==> src/rtl/usb_irq_pkg.sv <==
package usb_irq_pkg;
  localparam int REG_W         = 8;
  localparam int BIT_BUS_RST   = 7;
  localparam int BIT_EP1_FULL  = 6;
  localparam int BIT_EP2_REQ   = 5;
  localparam int BIT_EP2_EMPTY = 4;
  localparam int BIT_SETUP     = 3;
  localparam int N_STICKY      = 3;
  localparam int N_LIVE        = 2;
  // sticky slot order: 0 setup, 1 ep2 request, 2 bus reset
  localparam int STK_SETUP     = 0;
  localparam int STK_EP2_REQ   = 1;
  localparam int STK_BUS_RST   = 2;
  // live slot order: 0 ep2 space, 1 ep1 full
  localparam int LIV_EP2_EMPTY = 0;
  localparam int LIV_EP1_FULL  = 1;
  localparam logic [N_LIVE-1:0] LIVE_RST = 2'b01;

  typedef enum logic {SEL_STATUS = 1'b0, SEL_MASK = 1'b1} reg_sel_e;
endpackage

==> src/rtl/irq_sticky_bank.sv <==
module irq_sticky_bank #(
  parameter int N = 3
) (
  input  logic         clk,
  input  logic         rst,
  input  logic [N-1:0] set_i,
  input  logic [N-1:0] clr_i,
  output logic [N-1:0] flag_o
);
  logic [N-1:0] flag_q;

  for (genvar i = 0; i < N; i++) begin : g_flag
    always_ff @(posedge clk) begin
      if (rst)           flag_q[i] <= 1'b0;
      else if (set_i[i]) flag_q[i] <= 1'b1;
      else if (clr_i[i]) flag_q[i] <= 1'b0;
    end

    AST_SET_WINS: assert property (@(posedge clk) disable iff (rst)
      set_i[i] |=> flag_q[i]);
    AST_CLEAR_TAKES: assert property (@(posedge clk) disable iff (rst)
      (clr_i[i] && !set_i[i]) |=> !flag_q[i]);
    AST_FLAG_HOLDS: assert property (@(posedge clk) disable iff (rst)
      (!clr_i[i] && !set_i[i]) |=> $stable(flag_q[i]));
  end

  assign flag_o = flag_q;
endmodule

==> src/rtl/irq_status_stage.sv <==
module irq_status_stage #(
  parameter int             N       = 2,
  parameter logic [N-1:0]   RST_VAL = '0
) (
  input  logic         clk,
  input  logic         rst,
  input  logic [N-1:0] stat_i,
  output logic [N-1:0] stat_o
);
  logic [N-1:0] stat_q;

  always_ff @(posedge clk) begin
    if (rst) stat_q <= RST_VAL;
    else     stat_q <= stat_i;
  end

  AST_LIVE_FOLLOWS: assert property (@(posedge clk) disable iff (rst)
    !$past(rst) |-> stat_q == $past(stat_i));

  assign stat_o = stat_q;
endmodule

==> src/rtl/irq_req_gen.sv <==
module irq_req_gen #(
  parameter int W = 8
) (
  input  logic         clk,
  input  logic         rst,
  input  logic [W-1:0] pend_i,
  input  logic [W-1:0] mask_i,
  output logic         irq_o
);
  logic irq_q;

  always_ff @(posedge clk) begin
    if (rst) irq_q <= 1'b0;
    else     irq_q <= |(pend_i & mask_i);
  end

  AST_IRQ_QUIET: assert property (@(posedge clk) disable iff (rst)
    (mask_i == '0) |=> !irq_q);

  assign irq_o = irq_q;
endmodule

==> src/rtl/usb_irq_flag_reg.sv <==
module usb_irq_flag_reg
  import usb_irq_pkg::*;
(
  input  logic             clk,
  input  logic             rst,
  input  logic             reg_sel_i,
  input  logic             reg_wr_i,
  input  logic [REG_W-1:0] reg_wdata_i,
  output logic [REG_W-1:0] rd_data_o,
  input  logic             ev_bus_reset_i,
  input  logic             ev_ep2_in_tok_i,
  input  logic             ep2_data_rdy_i,
  input  logic             ev_setup_i,
  input  logic             ep1_rx_full_i,
  input  logic             ep2_tx_space_i,
  output logic             irq_o
);
  logic                wr_status, wr_mask;
  logic [N_STICKY-1:0] stk_set, stk_clr, stk_q;
  logic [N_LIVE-1:0]   live_in, live_q;
  logic [REG_W-1:0]    status_view, mask_q, rd_q;

  assign wr_status = reg_wr_i && (reg_sel_e'(reg_sel_i) == SEL_STATUS);
  assign wr_mask   = reg_wr_i && (reg_sel_e'(reg_sel_i) == SEL_MASK);

  always_comb begin
    stk_set              = '0;
    stk_set[STK_SETUP]   = ev_setup_i;
    stk_set[STK_EP2_REQ] = ev_ep2_in_tok_i && !ep2_data_rdy_i;
    stk_set[STK_BUS_RST] = ev_bus_reset_i;
    stk_clr              = '0;
    stk_clr[STK_SETUP]   = wr_status && !reg_wdata_i[BIT_SETUP];
    stk_clr[STK_EP2_REQ] = wr_status && !reg_wdata_i[BIT_EP2_REQ];
    stk_clr[STK_BUS_RST] = wr_status && !reg_wdata_i[BIT_BUS_RST];
  end

  irq_sticky_bank #(.N(N_STICKY)) i_sticky (
    .clk(clk), .rst(rst), .set_i(stk_set), .clr_i(stk_clr), .flag_o(stk_q)
  );

  always_comb begin
    live_in                = '0;
    live_in[LIV_EP2_EMPTY] = ep2_tx_space_i;
    live_in[LIV_EP1_FULL]  = ep1_rx_full_i;
  end

  irq_status_stage #(.N(N_LIVE), .RST_VAL(LIVE_RST)) i_live (
    .clk(clk), .rst(rst), .stat_i(live_in), .stat_o(live_q)
  );

  always_comb begin
    status_view                = '0;
    status_view[BIT_BUS_RST]   = stk_q[STK_BUS_RST];
    status_view[BIT_EP1_FULL]  = live_q[LIV_EP1_FULL];
    status_view[BIT_EP2_REQ]   = stk_q[STK_EP2_REQ];
    status_view[BIT_EP2_EMPTY] = live_q[LIV_EP2_EMPTY];
    status_view[BIT_SETUP]     = stk_q[STK_SETUP];
  end

  always_ff @(posedge clk) begin
    if (rst)          mask_q <= '0;
    else if (wr_mask) mask_q <= reg_wdata_i;
  end

  always_ff @(posedge clk) begin
    if (rst)            rd_q <= '0;
    else if (reg_sel_i) rd_q <= mask_q;
    else                rd_q <= status_view;
  end

  irq_req_gen #(.W(REG_W)) i_req (
    .clk(clk), .rst(rst), .pend_i(status_view), .mask_i(mask_q), .irq_o(irq_o)
  );

  assign rd_data_o = rd_q;

  AST_RSVD_ZERO: assert property (@(posedge clk) disable iff (rst)
    !reg_sel_i |=> rd_q[BIT_SETUP-1:0] == '0);
  AST_MASK_LOAD: assert property (@(posedge clk) disable iff (rst)
    wr_mask |=> mask_q == $past(reg_wdata_i));
  AST_IRQ_FALL: assert property (@(posedge clk) disable iff (rst)
    ((status_view & mask_q) == '0) |=> !irq_o);
endmodule

==> config.mk <==
export PLATFORM = sky130hd
export DESIGN_NAME = usb_irq_flag_reg
export DESIGN_NICKNAME = d
export VERILOG_FILES = /design/src/rtl/usb_irq_pkg.sv /design/src/rtl/irq_sticky_bank.sv /design/src/rtl/irq_status_stage.sv /design/src/rtl/irq_req_gen.sv /design/src/rtl/usb_irq_flag_reg.sv
export SDC_FILE = /design/constraint.sdc
export NUM_CORES = 1
export LEC_CHECK = 0
export BUFFER_PORTS_ARGS = -buffer_cell sky130_fd_sc_hd__buf_2
export CORE_UTILIZATION = 43
export CTS_CLUSTER_SIZE = 25
export DETAILED_ROUTE_END_ITERATION = 10
export GPL_TIMING_DRIVEN = 0
export HOLD_SLACK_MARGIN = 0.1
export PLACE_DENSITY = 0.8
export SYNTH_ARGS = -nofsm -noshare
export SYNTH_HDL_FRONTEND = slang
export SYNTH_SLANG_ARGS = --single-unit
==> constraint.sdc <==
create_clock -name clk -period 0.9 [get_ports clk]
set_clock_uncertainty 0.1 [all_clocks]
set_input_delay 0.09 -clock clk [delete_from_list [all_inputs] [get_ports clk]]
set_output_delay 0.09 -clock clk [all_outputs]
set_load 0.03 [all_outputs]
Word level (Yosys, flattened, before mapping)
Index checks and enable logic that the tools add are counted.

cells by class
  reduce and logical (&&, ||, !) cells = 15
  bitwise gates (word level) = 2
  muxes and demuxes = 7

operators by type and width
  kind                count
  bitwise AND 8 bit   1
  two-way mux 8 bit   1
  OR reduction 8 bit  1
  logical AND 1 bit   6
  two-way mux 1 bit   6
  nonzero test 2 bit  3
  logical NOT 1 bit   4
  OR reduction 2 bit  1
  inverter 1 bit      1

storage, ports and cells
  output and inout port bits = 9
  bits in registers = 22
  input bits = 18
  word-level logic and storage cells = 32

Depth between registers and ports, before layout
Gate-level depths: netlist (run 1).

  depth after elaboration = 5
  depth in mapped cells = 4
  depth with buffers taken out = 3

Cells and area by module
A second synthesis (run 1) with hierarchy kept.

unflattened totals
  cell total of the unflattened synthesis = 87
  area, all modules = 875.8 sq um

modules (own cells, without submodules)
  module            sequential area each (sq um)  times used  area each (sq um)  cells each
  usb_irq_flag_reg  320.3                         1           656.9              65
  irq_sticky_bank   60.1                          1           105.1              12
  irq_req_gen       20.0                          1           58.8               6
  irq_status_stage  40.0                          1           55.1               4

Worst setup path before layout (run 1)
OpenSTA, ideal clock, no wires.

  path kind = register to register
  from = register i_sticky.flag_q[1] (netlist: i_sticky.flag_o[1])
  to = register i_req.irq_q (netlist: i_req.irq_o)
  path slack = -0.030 ns
  period minus slack after synthesis = 0.930 ns
  library setup time = 0.130 ns
  arrival = 0.700 ns
  data required time = 0.670 ns
  path buffers = 0
  cell stages (with the launch flop) = 3
  cell sequence = dfxtp_1 > a222oi_1 > a21oi_1

on the way
  cells in the longest elaborated chain, start to end = 2

ends and longest elaborated chain
  element                          line                   source
  start, declared                  irq_sticky_bank.sv:10  logic [N-1:0] flag_q;
  start signal, assigned by index  irq_sticky_bank.sv:14  if (rst) flag_q[i] <= 1'b0;
  start signal, assigned by index  irq_sticky_bank.sv:15  else if (set_i[i]) flag_q[i] <= 1'b1;
  start signal, assigned by index  irq_sticky_bank.sv:16  else if (clr_i[i]) flag_q[i] <= 1'b0;
  bitwise AND 8 bit                irq_req_gen.sv:14      else irq_q <= |(pend_i & mask_i);
  OR reduction 8 bit               irq_req_gen.sv:14
  end signal, assigned             irq_req_gen.sv:14
  end, declared                    irq_req_gen.sv:10      logic irq_q;

No other way between the ends.
A chain may end at the register's enable or synchronous reset.

Worst setup path in the final report (run 1)
Ends and elaborated chain as after synthesis.

==> impl_metrics.yaml, run 1 <==
outcome:
  outcome: "finished with violations"
  violations: "negative hold slack, negative setup slack"
sta:
  worst_slack_ns: -0.105
  hold_ws_ns: -0.0246
  setup_tns_ns: -0.549
  clock.fmax_mhz: 995
  worst_pin_slew_ns: 0.297
  slew_headroom: 0.802
  slew_violations: 0
  min_period_over_period: 1.12
  rsz0062_at_grt: "yes"
  finalSetupViolCount: 10
  period_minus_slack_ns: 1.01
  hold_viol: 10
setup_path:
  critPathKind: "flop to flop"
  start_kind: "flop"
  cp.buffers_inverters: 0
  critPathMaxFanout: 2
  cp_top_family: "compound AO/OA/AOI/OAI gates"
  path_cells: "a222oi_1 > a21oi_1"
  slowest_stage: "dfxtp_2"
  rrSetupSlack_ns: -0.11
  end_kind: "flop"
  max_stage_delay_ns: 0.34
  cp.arrival_ns: 1.10
  crit_required_ns: 0.99
floorplan:
  die_w_um: 45.7
  die_h_um: 45.7
  io_pins: 27
  initial_utilization: 0.466
  fp.dieArea_um2: 2090
  num_rows: 15
  coreArea_um2: 1760
cts:
  cts_buffers: 3
  cts_root_buf: "clkbuf_4"
  cts_tree: "done"
  cts-htree-levels: 1
  clk_latency_ns: 0.30
  cts.sink_count: 22
  hold_buffers: 14
  cts_buffer_depth: 2
  clk_pin_slew_ns: 0.12
synth:
  synthCells: 81
  syn_avg_cell_area_um2: 10.1
  syn_nets: 99
  yosys_warnings: 0
  yosysSeqAreaShare: 0.536
  synth-edff-count: 0
  ys_ff_latch: 22
  ys.flop_type: "dfxtp_1"
  synthesis.area_um2: 822
  async_reset_ff_frac: 0
  yosysUniqueCellTypes: 22
placed_design:
  gp_congestion: 0.751
  portBuffers: 24
  dp.cells: 130
  dpl.hpwl_mm: 1.03
global_route:
  antenna_found_initial: 0
  grt_start_max_net_pins: 13
  grt_usage: 0.169
  grt_pass1_vias: 581
  grt_overflow: 0
  grt_pass1_wl_mm: 2.45
cells_and_area:
  fin_cells: 149
  multi_input_area_um2: 319
  nets: 143
  diodes: 0
  postLayoutCoreUtil: 0.694
  regArea_um2: 452
  drive_gt1_frac: 0.419
  fillCellCount: 140
  area_growth_pct: 49.0
drt:
  vias: 681
  drt_iter0_markers: 20
  dr.pass1.iters: 7
  wirelength_mm: 1.61
  post_drt_wl_per_cell_um: 10.8
  drcViolationCount: 0
  ant_nets: 0
  avgViaCountPerCell: 4.57
power_and_ir_drop:
  p_leak_nw: 0.534
  p_per_area_nw_per_um2: 1530
  peakVddDrop_uv: 840
  total_power_mw: 1.88
run:
  maxCapViolCount: 0
hold_path:
  hold_path.class: "primary input to flop"
-- kinds of logic (layout without fill, tap and decap cells) --
kind of cell / count (synthesis) / in the layout / share of synthesized area
AOI/OAI and AO/OA: 17 / 17 / 0.140
and+or+nand+nor: 30 / 30 / 0.187
muxes: 5 / 5 / 0.0609
buffers and inverters: 7 / 50 / 0.0761
DFF: 22 / 22 / 0.536
-- registers in the layout, indices dropped and copies added, names as in the netlist --
register,flops
mask_q,8
rd_data_o,8
i_req.irq_o,1
i_live.stat_o,2
i_sticky.flag_o,3
-- worst register-to-register path, stage by stage (launching register included) --
cell,delay (ns)
dfxtp_2,0.34
a222oi_1,0.34
a21oi_1,0.11
-- what timing repair did --
action	CTS	global route
pin swaps	2	0
endpoints found under the setup margin	10	10
hold endpoints to repair	19	14
gates resized for setup	27	0
setup buffers	1	0
-- area by class of cell --
cell class | count | area share
sequential | 22 | 0.369
timing repair buffer | 39 | 0.265
multi-input combinational | 52 | 0.260
buffer | 5 | 0.0449
clock buffer | 4 | 0.0296
tap | 25 | 0.0255
inverter | 2 | 0.00613
-- power breakdown --
| part | total [mW] | switching, mW | internal [mW] |
|---|---|---|---|
| Combinational | 0.300 | 0.136 | 0.164 |
| Sequential | 1.05 | 0.0278 | 1.02 |
| Clock | 0.529 | 0.282 | 0.247 |
| Total | 1.88 | 0.446 | 1.43 |
-- path summary, 6_finish.rpt --
path | startpoint | endpoint | cells past startpoint
worst max-delay path | i_sticky.flag_o[1] | i_req.irq_o | 2
worst min-delay path | reg_wr_i | mask_q[4] | 3
worst max register to register | i_sticky.flag_o[1] | i_req.irq_o | 2
worst min register to register | mask_q[1] | mask_q[1] | 2
-- cells in the mapped netlist (2+ instances only) --
cell type,instances,area share
a21oi_2,3,0.032
and2_1,3,0.023
o21ai_2,3,0.032
mux2i_1,5,0.061
nand3_1,8,0.049
dfxtp_1,22,0.54
inv_1,2,0.0091
buf_6,2,0.027
a21oi_1,9,0.055
nor2_1,5,0.023
nand2_1,8,0.037
-- through the flow --
step / setup WS [ns] / cell area, um^2
final: -0.105 / 1220
after global routing: -0.204 / 1220
after CTS: -0.115 / 1220
after detailed placement: -0.0998 / 973
after global placement: -0.0849 / 973
after floorplan: -0.0187 / 822
-- routing by layer --
layer | track usage | share of wire
met1 | 0.225 | 0.50
met2 | 0.243 | 0.45
met3 | 0.0476 | 0.026
met4 | 0.100 | 0.014
met5 | 0 | 0
-- cell usage in the layout (no fill, tap or decap), types with 2 or more instances in the layout --
cell type / synthesis / final
nand2_1: 8 / 8
inv_1: 2 / 2
nor2_1: 5 / 5
a21oi_2: 3 / 3
dfxtp_2: 0 / 9
mux2i_1: 5 / 5
and2_1: 3 / 3
buf_2: 1 / 16
dfxtp_1: 22 / 13
nand3_1: 8 / 8
buf_6: 2 / 11
o21ai_2: 3 / 3
buf_4: 1 / 2
a21oi_1: 9 / 9
clkbuf_4: 0 / 3
dlygate4sd3_1: 0 / 14
Note: power is estimated with default switching activity, not from simulation.
==> run 2, diff against run 1 <==
- CORE_UTILIZATION: 43 -> 45
- clock period: 0.9 -> 1 ns (I/O delays scaled with it)
==> run 2 against run 1 <==
  * The flow still finishes with violations (negative hold slack, negative setup slack)
  * Sequential cell count unchanged
  * Final cell count unchanged
  * Cell area unchanged
  * Utilization up 1.5 points
  * Global-route usage up 1.5 points
  * Sequential share of layout area unchanged
  * Total power down 9.7%
  * Wire length up 8.8%
  * Sequential power down 9.8%
  * Critical path type unchanged
  * Critical endpoint unchanged
  * Largest power group unchanged
==> impl_metrics.yaml, run 2 (synthesized netlist as in run 1, its figures left out) <==
floorplan:
  io_pins: 27
  fp.dieArea_um2: 2000
  die_w_um: 44.7
  num_rows: 15
  die_h_um: 44.7
  coreArea_um2: 1730
  initial_utilization: 0.476
placed_design:
  dpl_cell_area_um2: 973
  gp_congestion: 0.775
  portBuffers: 24
  dpl.hpwl_mm: 1.12
sta:
  clock.fmax_mhz: 968
  slew_violations: 0
  hold_viol: 4
  worst_pin_slew_ns: 0.291
  setup_tns_ns: -0.0326
  period_minus_slack_ns: 1.03
  min_period_over_period: 1.03
  finalSetupViolCount: 1
  worst_slack_ns: -0.0326
  rsz0062_at_grt: "yes"
  hold_ws_ns: -0.00733
  slew_headroom: 0.806
hold_path:
  hold_path.class: "primary input to flop"
global_route:
  grt_usage: 0.184
  grt_pass1_wl_mm: 2.69
  antenna_found_initial: 0
  grt_pass1_vias: 671
  grt_overflow: 0
  grt_start_max_net_pins: 13
run:
  maxCapViolCount: 0
setup_path:
  critPathMaxFanout: 3
  start_kind: "flop"
  cp.arrival_ns: 1.12
  crit_required_ns: 1.08
  path_cells: "a222oi_1 > a21oi_1"
  critPathKind: "flop to flop"
  end_kind: "flop"
  max_stage_delay_ns: 0.35
  slowest_stage: "dfxtp_2"
cells_and_area:
  final_common_cell: "buf_2"
  fillCellCount: 132
  postLayoutCoreUtil: 0.709
  diodes: 0
  final_cell_area_um2: 1220
  area_growth_pct: 49.0
  nets: 143
  drive_gt1_frac: 0.419
  final_cell_mix: "16 x buf_2, 14 x dlygate4sd3_1, 13 x dfxtp_1"
cts:
  clk_latency_ns: 0.30
  cts_root_buf: "clkbuf_4"
  cts.sink_count: 22
  cts_tree: "done"
  cts_buffers: 3
  clk_pin_slew_ns: 0.12
  cts-htree-levels: 1
  cts_buffer_depth: 2
  hold_buffers: 14
drt:
  ant_nets: 0
  avgViaCountPerCell: 4.87
  drt_iter0_markers: 11
  dr.pass1.iters: 6
  wirelength_mm: 1.75
  post_drt_wl_per_cell_um: 11.8
  drcViolationCount: 0
  vias: 725
power_and_ir_drop:
  swShare: 0.239
  p_per_area_nw_per_um2: 1390
  power_frac_comb: 0.160
  seq_power_share: 0.558
  p_switching_mw: 0.406
  internal_power_mw: 1.29
  clkPwrFrac: 0.282
  peakVddDrop_uv: 890
  p_leak_nw: 0.534
outcome:
  outcome: "finished with violations"
  violations: "negative hold slack, negative setup slack"
run 2: worst max-delay path, delay by kind of cell (launching register included):
kind / cells / cell delay (ns)
flip-flops: 1 / 0.35
AO/OA/AOI/OAI: 2 / 0.46
run 2: power groups by stage:
stage / combinational (mW) / clock [mW] / sequential (mW)
6_report: 0.271 / 0.479 / 0.947
5_1_grt: 0.293 / 0.529 / 0.950
3_5_place_dp: 0.207 / 0 / 0.960
2_1_floorplan: 0.113 / 0 / 0.985
3_3_place_gp: 0.202 / 0 / 0.958
4_1_cts: 0.258 / 0.484 / 0.942
run 2: final timing paths:
kind | start | to | slack, ns | depth (start not counted)
worst max register to register | i_sticky.flag_o[1] | i_req.irq_o | -0.03 | 2
worst min register to register | mask_q[0] | mask_q[0] | 0.36 | 2
worst max-delay path | i_sticky.flag_o[1] | i_req.irq_o | -0.03 | 2
worst min-delay path | reg_wr_i | mask_q[6] | -0.007 | 3
run 2: area by class of cell:
class / count / area (um^2) / area share
sequential: 22 / 452 / 0.369
timing repair buffer: 39 / 324 / 0.265
multi-input combinational: 52 / 319 / 0.260
buffer: 5 / 55.1 / 0.0449
clock buffer: 4 / 36.3 / 0.0296
tap: 25 / 31.3 / 0.0255
inverter: 2 / 7.51 / 0.00613
run 2: stage by stage:
stage               instances  power [mW]  setup slack (ns)
finish                    149        1.70           -0.0326
global route              149        1.77           -0.0129
CTS                       148        1.68           0.00248
detailed placement        130        1.17          -0.00527
global placement          130        1.16            0.0177
floorplan                  81        1.10            0.0703
run 2: what timing repair did:
action,4_1_cts,5_1_grt
gates resized for setup,11,16
gates cloned,0,0
endpoints found under the hold margin,16,12
endpoints found under the setup margin,10,10
buffers inserted,0,1
pin swaps,2,2
run 2: metal layers:
layer	share of wire	GRT usage
met1	0.42	0.205
met4	0	0.0545
met2	0.52	0.347
met3	0.061	0.0400
met5	0	0
==> run 3, diff against run 2 <==
- SYNTH_HIERARCHICAL: default -> 1
==> run 3 against run 2 <==
  * The flow finishes with violations (negative hold slack)
  * Maximum frequency up 5.9%
  * Clock power up 1%
  * Wire length up 4.2%
  * Final cell count up 4.7%
  * Largest power group unchanged
  * Highest routed layer is now met4
==> impl_metrics.yaml, run 3 <==
cells_and_area:
  area_growth_pct: 45.4
  multi_input_area_um2: 385
  final_common_cell: "buf_2"
  drive_gt1_frac: 0.397
  nets: 150
  diodes: 0
  postLayoutCoreUtil: 0.714
  regArea_um2: 452
  fillCellCount: 140
  final_cell_mix: "17 x buf_2, 13 x dlygate4sd3_1, 13 x dfxtp_1"
drt:
  wirelength_mm: 1.82
  dr.pass1.iters: 4
  wl_met3_um: 63
  met2_length_um: 970
  post_drt_wl_per_cell_um: 11.7
  drcViolationCount: 0
  m1WireLength_um: 778
  ant_nets: 0
  vias: 733
  top_layer: "met4"
  avgViaCountPerCell: 4.70
  drt_iter0_markers: 4
setup_path:
  crit_required_ns: 0.80
  critPathMaxFanout: 1
  start_kind: "flop"
  cp.buffers_inverters: 1
  path_cells: "buf_6"
  critPathKind: "flop to output pin"
  cp.arrival_ns: 0.77
  max_stage_delay_ns: 0.35
  rrSetupSlack_ns: 0.03
  end_kind: "output pin"
  cp_top_family: "flip-flops"
  slowest_stage: "dfxtp_2"
synth:
  synthCells: 87
  yosys_warnings: 6
  synth-edff-count: 0
  synth_top_area_cell: "dfxtp_1"
  ys_ff_latch: 22
  async_reset_ff_frac: 0
  syn_avg_cell_area_um2: 10.1
  synth_top_family_by_area: "compound AO/OA/AOI/OAI gates"
  yosysSeqAreaShare: 0.503
  synthesis.area_um2: 876
  synth.area.top_cells: "dfxtp_1 50%, a21bo_2 6.9%, mux2i_1 5.7%"
  synth.top_cell.area_share: 0.503
  yosys-mux-area-fraction: 0.0571
  ys_top_cells_by_count: "22 x dfxtp_1, 9 x a21oi_1, 8 x nand3_1, 8 x nor2_1, 6 x a21bo_2"
  yosys.area_share.adder: 0
  yosysUniqueCellTypes: 22
  synth_compound_area_frac: 0.207
  ys.flop_type: "dfxtp_1"
  synth_most_common_cell: "dfxtp_1"
  synth_simple_gate_area_frac: 0.163
  synth_xor_area_frac: 0
global_route:
  antenna_found_initial: 0
  grt_pass1_vias: 667
  grt_start_max_net_pins: 13
  grt_usage: 0.181
  grt_overflow: 0
  grt_pass1_wl_mm: 2.64
placed_design:
  gp_congestion: 0.731
  portBuffers: 25
  pre_cts_slack_ns: 0.0305
  dpl.hpwl_mm: 1.15
cts:
  cts_root_buf: "clkbuf_4"
  cts_setup_buffers: 0
  hold_buffers: 13
  cts_tree: "done"
  cts-htree-levels: 1
  cts.sink_count: 22
  clk_pin_slew_ns: 0.12
  cts_buffers: 3
  clk_latency_ns: 0.31
  cts_buffer_depth: 2
sta:
  hold_ws_ns: -0.0157
  worst_slack_ns: 0.0252
  setup_tns_ns: 0
  slew_violations: 0
  finalSetupViolCount: 0
  hold_viol: 5
  clock.fmax_mhz: 1030
  rsz0062_at_grt: "yes"
  min_period_over_period: 0.975
  period_minus_slack_ns: 0.975
floorplan:
  die_w_um: 46.1
  io_pins: 27
  fp.dieArea_um2: 2130
  initial_utilization: 0.491
  die_h_um: 46.1
  coreArea_um2: 1780
  num_rows: 15
outcome:
  outcome: "finished with violations"
  violations: "negative hold slack"
run:
  maxCapViolCount: 0
hold_path:
  hold_path.class: "primary input to flop"
power_and_ir_drop:
  peakVddDrop_uv: 944
  p_leak_nw: 0.561
  p_per_area_nw_per_um2: 1340
-- run 3: cell types whose count changed in the layout (fill, tap and decap cells not counted), sizes merged, moves of 3 or more --
cell and delta:
a21bo +8, a22oi +3, conb +3, nand2 -9
nor2 +3, o21ai -3
-- run 3: kinds of logic (layout without fill, tap and decap cells) --
| family | count (synthesis) | after routing |
|---|---|---|
| and+or+nand+nor | 27 | 27 |
| AOI/OAI and AO/OA | 24 | 24 |
| muxes | 5 | 5 |
| other | 1 | 3 |
| DFF | 22 | 22 |
| buffers and inverters | 8 | 50 |
-- run 3: worst paths after layout --
path	start	end	cells after the start
setup reg to reg	i_sticky/flag_o[2]	i_req/irq_o	2
setup / recovery	i_req/irq_o	irq_o	1
hold / removal	rst	mask_q[1]	2
hold reg to reg	mask_q[0]	rd_data_o[0]	1
-- run 3: routing by layer --
metal | track usage | up-vias
met5 | 0 | -
met4 | 0.0529 | 0
met1 | 0.195 | 331
li1 | - | 381
met2 | 0.324 | 19
met3 | 0.0706 | 2
-- run 3: final cells by class --
class                   instances  share of cell area
well taps                      25              0.0246
repair buffers                 38               0.245
multi-input cells              59               0.303
plain buffers                   5              0.0363
inverters                       3             0.00884
flip-flops and latches         22               0.355
clock buffers                   4              0.0285
-- run 3: power by group --
group / internal (mW) / switching (mW) / total (mW)
registers: 0.922 / 0.0253 / 0.948
logic: 0.151 / 0.125 / 0.276
clock network: 0.222 / 0.261 / 0.484
-- run 3: timing repair --
| action | in CTS | in global routing |
|---|---|---|
| endpoints found under the setup margin | 9 | 9 |
| hold endpoints to repair | 14 | 11 |
| resized for setup | 9 | 18 |
-- run 3: stage by stage --
stage | area [um^2] | hold slack [ns] | total power [mW] | std cells
2_1_floorplan | 883 | 0.0691 | 1.10 | 89
3_3_place_gp | 1040 | 0.178 | 1.17 | 139
3_5_place_dp | 1040 | 0.182 | 1.18 | 139
4_1_cts | 1230 | -0.0262 | 1.70 | 156
5_1_grt | 1270 | -0.00586 | 1.78 | 156
6_report | 1270 | -0.0157 | 1.71 | 156
